File: config.mk
export PLATFORM = sky130hd
export DESIGN_NAME = irqfe_ctrl
export DESIGN_NICKNAME = d
export VERILOG_FILES = /design/src/rtl/irqfe_pkg.sv /design/src/rtl/irqfe_flag_bank.sv /design/src/rtl/irqfe_enable_reg.sv /design/src/rtl/irqfe_status_view.sv /design/src/rtl/irqfe_ctrl.sv
export SDC_FILE = /design/constraint.sdc
export NUM_CORES = 1
export LEC_CHECK = 0
export CAP_MARGIN = 20
export CELL_PAD_IN_SITES_DETAIL_PLACEMENT = 0
export CELL_PAD_IN_SITES_GLOBAL_PLACEMENT = 1
export CORE_AREA = 2 2 39 41
export DETAILED_ROUTE_END_ITERATION = 8
export DIE_AREA = 0 0 41 43
export DONT_BUFFER_PORTS = 1
export HOLD_SLACK_MARGIN = 0.03
export PLACE_DENSITY_LB_ADDON = 0.1
export SYNTH_ARGS = -nofsm -noshare
export SYNTH_HDL_FRONTEND = slang
export SYNTH_HIERARCHICAL = 1
export SYNTH_SLANG_ARGS = --single-unit
File: constraint.sdc
create_clock -name clk -period 1 [get_ports clk]
set_input_delay 0 -clock clk [delete_from_list [all_inputs] [get_ports clk]]
set_output_delay 0 -clock clk [all_outputs]
set_load 0.02 [all_outputs]
File: src/rtl/irqfe_pkg.sv
package irqfe_pkg;

  localparam int MAX_SRC = 16;

  typedef enum logic [1:0] {
    SRC_ALARM    = 2'd0,
    SRC_PERIODIC = 2'd1,
    SRC_UPDATE   = 2'd2
  } irq_src_e;

  // Next flag value for one source: read clears, a pulse sets after the clear.
  function automatic logic flag_next(input logic cur, input logic clr, input logic set);
    return (cur & ~clr) | set;
  endfunction

  // Summary: any source both flagged and enabled.
  function automatic logic any_armed(input logic [MAX_SRC-1:0] flags,
                                     input logic [MAX_SRC-1:0] en);
    return |(flags & en);
  endfunction

endpackage

File: src/rtl/irqfe_flag_bank.sv
module irqfe_flag_bank #(
  parameter int NUM_SRC = 3
) (
  input  logic               clk,
  input  logic               rst_n,
  input  logic [NUM_SRC-1:0] evt,
  input  logic               clr,
  output logic [NUM_SRC-1:0] flags
);
  import irqfe_pkg::*;

  for (genvar i = 0; i < NUM_SRC; i++) begin : g_flag
    always_ff @(posedge clk or negedge rst_n) begin
      if (!rst_n) flags[i] <= 1'b0;
      else        flags[i] <= flag_next(flags[i], clr, evt[i]);
    end
  end

  assert_reset_clear_R1: assert property (@(posedge clk) !rst_n |-> flags == '0)
    else $error("flags not clear in reset");

  assert_pulse_sets_R2: assert property (@(posedge clk) disable iff (!rst_n)
    1'b1 |=> ((flags & $past(evt)) == $past(evt)))
    else $error("event pulse did not set flag");

  assert_read_clears_R6: assert property (@(posedge clk) disable iff (!rst_n)
    (clr && evt == '0) |=> flags == '0)
    else $error("read did not clear flags");

  assert_collide_keeps_R7: assert property (@(posedge clk) disable iff (!rst_n)
    clr |=> flags == $past(evt))
    else $error("colliding event lost or stale flag kept");

  assert_sticky_R9: assert property (@(posedge clk) disable iff (!rst_n)
    !clr |=> ((flags & $past(flags)) == $past(flags)))
    else $error("flag dropped without read");

endmodule

File: src/rtl/irqfe_enable_reg.sv
module irqfe_enable_reg #(
  parameter int NUM_SRC = 3
) (
  input  logic               clk,
  input  logic               rst_n,
  input  logic               wr,
  input  logic [NUM_SRC-1:0] wdata,
  output logic [NUM_SRC-1:0] en
);

  always_ff @(posedge clk or negedge rst_n) begin
    if (!rst_n)  en <= '0;
    else if (wr) en <= wdata;
  end

  assert_en_load_R8: assert property (@(posedge clk) disable iff (!rst_n)
    wr |=> en == $past(wdata))
    else $error("enable write not taken");

  assert_en_hold_R8: assert property (@(posedge clk) disable iff (!rst_n)
    !wr |=> $stable(en))
    else $error("enable changed without write");

endmodule

File: src/rtl/irqfe_status_view.sv
module irqfe_status_view #(
  parameter int NUM_SRC = 3,
  parameter int STAT_W  = 8
) (
  input  logic [NUM_SRC-1:0] flags,
  input  logic [NUM_SRC-1:0] en,
  output logic [STAT_W-1:0]  rdata,
  output logic               summary
);
  import irqfe_pkg::*;

  localparam int SUM_BIT = STAT_W - 1;

  logic [MAX_SRC-1:0] flags_w, en_w;

  always_comb begin
    flags_w = '0;
    en_w    = '0;
    flags_w[NUM_SRC-1:0] = flags;
    en_w[NUM_SRC-1:0]    = en;
    summary = any_armed(flags_w, en_w);
  end

  for (genvar b = 0; b < STAT_W; b++) begin : g_bit
    if (b < NUM_SRC) begin : g_flag
      assign rdata[b] = flags[b];
    end else if (b == SUM_BIT) begin : g_sum
      assign rdata[b] = summary;
    end else begin : g_zero
      assign rdata[b] = 1'b0;
    end
  end

endmodule

File: src/rtl/irqfe_ctrl.sv
module irqfe_ctrl #(
  parameter int NUM_SRC = 3,
  parameter int STAT_W  = 8
) (
  input  logic               clk,
  input  logic               rst_n,
  input  logic [NUM_SRC-1:0] evt_pulse,
  input  logic               en_wr,
  input  logic [NUM_SRC-1:0] en_wdata,
  input  logic               stat_rd,
  output logic [STAT_W-1:0]  stat_rdata,
  output logic               irq_oe,
  output logic               irq_dout
);

  localparam int SUM_BIT = STAT_W - 1;

  logic [NUM_SRC-1:0] flags;
  logic [NUM_SRC-1:0] en;
  logic               summary;
  logic               read_clear;

  assign read_clear = stat_rd;

  irqfe_flag_bank #(.NUM_SRC(NUM_SRC)) u_flags (
    .clk   (clk),
    .rst_n (rst_n),
    .evt   (evt_pulse),
    .clr   (read_clear),
    .flags (flags)
  );

  irqfe_enable_reg #(.NUM_SRC(NUM_SRC)) u_en (
    .clk   (clk),
    .rst_n (rst_n),
    .wr    (en_wr),
    .wdata (en_wdata),
    .en    (en)
  );

  irqfe_status_view #(.NUM_SRC(NUM_SRC), .STAT_W(STAT_W)) u_view (
    .flags   (flags),
    .en      (en),
    .rdata   (stat_rdata),
    .summary (summary)
  );

  // Open-drain pad: enable pulls low, data is tied to zero.
  assign irq_oe   = summary;
  assign irq_dout = 1'b0;

  assert_reset_release_R1: assert property (@(posedge clk) !rst_n |-> !irq_oe)
    else $error("pad driven during reset");

  assert_line_mirror_R5: assert property (@(posedge clk) disable iff (!rst_n)
    stat_rdata[SUM_BIT] == irq_oe)
    else $error("summary bit differs from pad enable");

  assert_release_R6: assert property (@(posedge clk) disable iff (!rst_n)
    (stat_rd && evt_pulse == '0) |=> !irq_oe)
    else $error("line still pulled after read");

  assert_masked_quiet_R3: assert property (@(posedge clk) disable iff (!rst_n)
    ((flags & en) == '0) |-> !irq_oe)
    else $error("pad pulled with nothing armed");

endmodule

==> run summary <==
========================================================================================================
Outcome                                                                                     finished, violations left
Violations in the final reports                                                             negative setup slack
Multi-input combinational cell area                                                             85.1 um2
Pin count of the biggest net entering global routing                                                   7
Synthesis-to-layout area growth                                                                    33.1%
Ratio of cells with drive above 1 in the final layout                                              28.6%
Insertion delay of the later-clocked pin in the worst-skew pair                                  0.24 ns
Antenna violations before repair                                                                       0
Total routing resource utilization after global routing                                            7.79%
Ports                                                                                                 20
Startpoint-to-endpoint class of the critical path                                           flop to primary output
DIE WIDTH                                                                                          41 um
Sum of overflow across all layers after global routing                                                 0
Wire length of the first global-routing pass                                                      821 um
Cell chain of the critical path                                                             a222oi_1 > inv_2
Number of nets with antenna violations after detailed routing                                          0
Synthesis warning total                                                                                6
PD cells                                                                                     1540 nW/um2
Post-layout min period                                                                           1.21 ns
Ant diodes                                                                                             0
CTS tree                                                                                             yes
Final wirelength                                                                                  525 um
Number of I/O port buffers                                                                             0
Top post-synthesis cells by area                                                            dfrtp_1, buf_4, mux2_2
Mean post-synth cell area                                                                       11.5 um2
Count of flip-flops with a built-in enable after synthesis                                             0
Number of distinct standard cells referenced by the synthesized netlist                                7
Cells after synthesis                                                                                 26
Most frequently used cell type in the post-synthesis netlist                                       buf_4
# nets final                                                                                          47
DR vias/cell                                                                                        3.75
Length of the first detailed-routing pass in iterations                                                4
Main flop type after synthesis                                                                   dfrtp_1
Core box area                                                                                   1380 um2
Maximum buffer depth of the clock tree                                                                 2
Placer Congestion                                                                                  0.634
Total count of max-transition violations in the final report                                           0
Finished layout cell area                                                                        398 um2
TritonCTS Buffers                                                                                      3
Initial Util                                                                                       21.6%
Sequential cell area                                                                             150 um2
Highest ir drop seen on vdd                                                                     0.505 mV
Endpoint arrival time on the critical path                                                       1.21 ns
Fmax                                                                                           0.827 GHz
Max-capacitance violation count                                                                        0
Final Setup Violations                                                                                 2
Vias after detailed routing                                                                          191
Delay of the slowest cell on the worst path                                                      0.41 ns
Area share of the largest cell type after synthesis                                                50.2%
Number of buffers and inverters on the critical path                                                   1
Flip-flop and latch count after synthesis                                                              6
Violation count after the first detailed-route iteration                                               5
Crit path required time                                                                          1.00 ns
Clk Tree Root Cell                                                                              clkbuf_4
Dominant delay contributor by cell family on the critical path                              compound AO/OA/AOI/OAI gates
Post-CTS clock slew at the launch and capture registers of the worst setup and hold paths        0.04 ns
Die Outline Area                                                                                1760 um2
Post-synth ARST share                                                                               100%
Minimum setup slack in the final design                                                        -0.209 ns
Cell type with the largest total area after synthesis                                            dfrtp_1
Power after layout                                                                              0.613 mW
Cell with the largest stage delay on the worst path                                             a222oi_1
Vertical extent of the die                                                                         43 um
Final hold violation count                                                                             0
Commonest cells in the synthesized netlist                                                  buf_4, dfrtp_1, a21o_1, mux2_2
Leakage                                                                                         0.188 nW
Hold Path Class                                                                             input pin to asynchronous set/reset pin
Filler Cells Inserted                                                                                150
Number of global-route vias before repair                                                            210
RSZ-0062 raised after global routing                                                                true
Largest clock skew in the final design                                                              0 ns
Final clock period utilization by the worst path                                                    121%
DRC violation count after routing                                                                      0
Average detailed-routed wire length per instance                                                 10.3 um
Post-DP HPWL                                                                                      423 um
Maximum fanout encountered on the critical timing path                                                 2
H-tree Lvls                                                                                            1
Netlist area before placement                                                                    299 um2
Portion of the post-synthesis area used by sequential elements                                     50.2%
Crit path launch type                                                                               flop
# rows                                                                                                14
Critical path endpoint category                                                             primary output
Number of sinks handled by clock tree synthesis                                                        6
Total placed instance area                                                                       285 um2
========================================================================================================
## flip-flops by register name (all words and copies together), names as in the netlist
| register | flops |
|---|---|
| u_flags/flags | 3 |
| u_en/en | 3 |
## per-stage QoR
stage	utilization, %	hold WS, ns	TNS [ns]	instances	worst slack, ns
2_1_floorplan	-	-0.296	-0.00594	29	-0.00594
3_3_place_gp	20.6	-0.295	0	39	0.0283
3_5_place_dp	20.6	-0.295	-0.00341	39	-0.00173
4_1_cts	28.8	0.0714	-0.480	51	-0.240
5_1_grt	28.8	0.0735	-0.617	51	-0.309
6_report	28.8	0.0733	-0.418	51	-0.209
## per-layer routing
metal	part of all wire, %	global-route usage [%]	vias to the layer above
li1	-	-	88
met1	41	6.27	90
met2	46	10.6	13
met3	13	7.85	0
met4	0	6.00	0
met5	0	0	-
## repair_timing
item                                    in CTS  in global routing
buffers inserted                             0                  0
endpoints found under the setup margin       2                  2
gates resized for setup                      1                  0
pin swaps                                    1                  0
hold buffers                                 9                  0
endpoints found under the hold margin       12                  0
## layout by cell type, fill, tap and decap left out
cell type / netlist / routed
dlygate4sd3_1: 0 / 9
dfrtp_1: 6 / 6
conb_1: 2 / 5
clkbuf_4: 0 / 3
buf_4: 9 / 3
mux2_2: 3 / 3
a21o_1: 3 / 3
inv_1: 2 / 1
a222oi_1: 1 / 1
inv_2: 0 / 1
## worst paths after layout
path / cells past startpoint / slack, ns / to / from
worst max-delay path: 2 / -0.21 / stat_rdata[7] / u_flags/flags[0]$_DFF_PN0_
worst min-delay path: 1 / 0.07 / u_en/en[1]$_DFFE_PN0P_ / rst_n
worst max register to register: 2 / 0.18 / u_flags/flags[1]$_DFF_PN0_ / u_flags/flags[1]$_DFF_PN0_
worst min register to register: 1 / 0.51 / u_en/en[2]$_DFFE_PN0P_ / u_en/en[2]$_DFFE_PN0P_
max in group asynchronous: 1 / 0.71 / u_flags/flags[0]$_DFF_PN0_ / rst_n
min in group clk: 2 / 0.40 / u_flags/flags[2]$_DFF_PN0_ / evt_pulse[2]
## area by class of cell
class                           instances  share of cell area (%)
Tap cell                               16                    5.03
Clock buffer                            3                    5.66
Multi-Input combinational cell         12                    21.4
Timing Repair Buffer                   12                    28.3
Inverter                                2                    1.89
Sequential cell                         6                    37.7
## logic make-up (layout without fill, tap and decap cells)
kind of cell           count (synthesis)  after routing  synth area share (%)
AO/OA/AOI/OAI                          4              4                  10.9
buffers and inverters                 11             17                  25.1
flip-flops                             6              6                  50.2
other                                  2              5                  2.51
multiplexers                           3              3                  11.3
## power breakdown
| part | switching (mW) | internal [mW] | leakage, nW | total (mW) |
|---|---|---|---|---|
| logic | 0.0691 | 0.0540 | 0.106 | 0.123 |
| clock network | 0.0789 | 0.135 | 0.0138 | 0.214 |
| registers | 0.0118 | 0.264 | 0.0674 | 0.276 |
| total | 0.160 | 0.453 | 0.188 | 0.613 |
(Power assumes the default switching activity.)
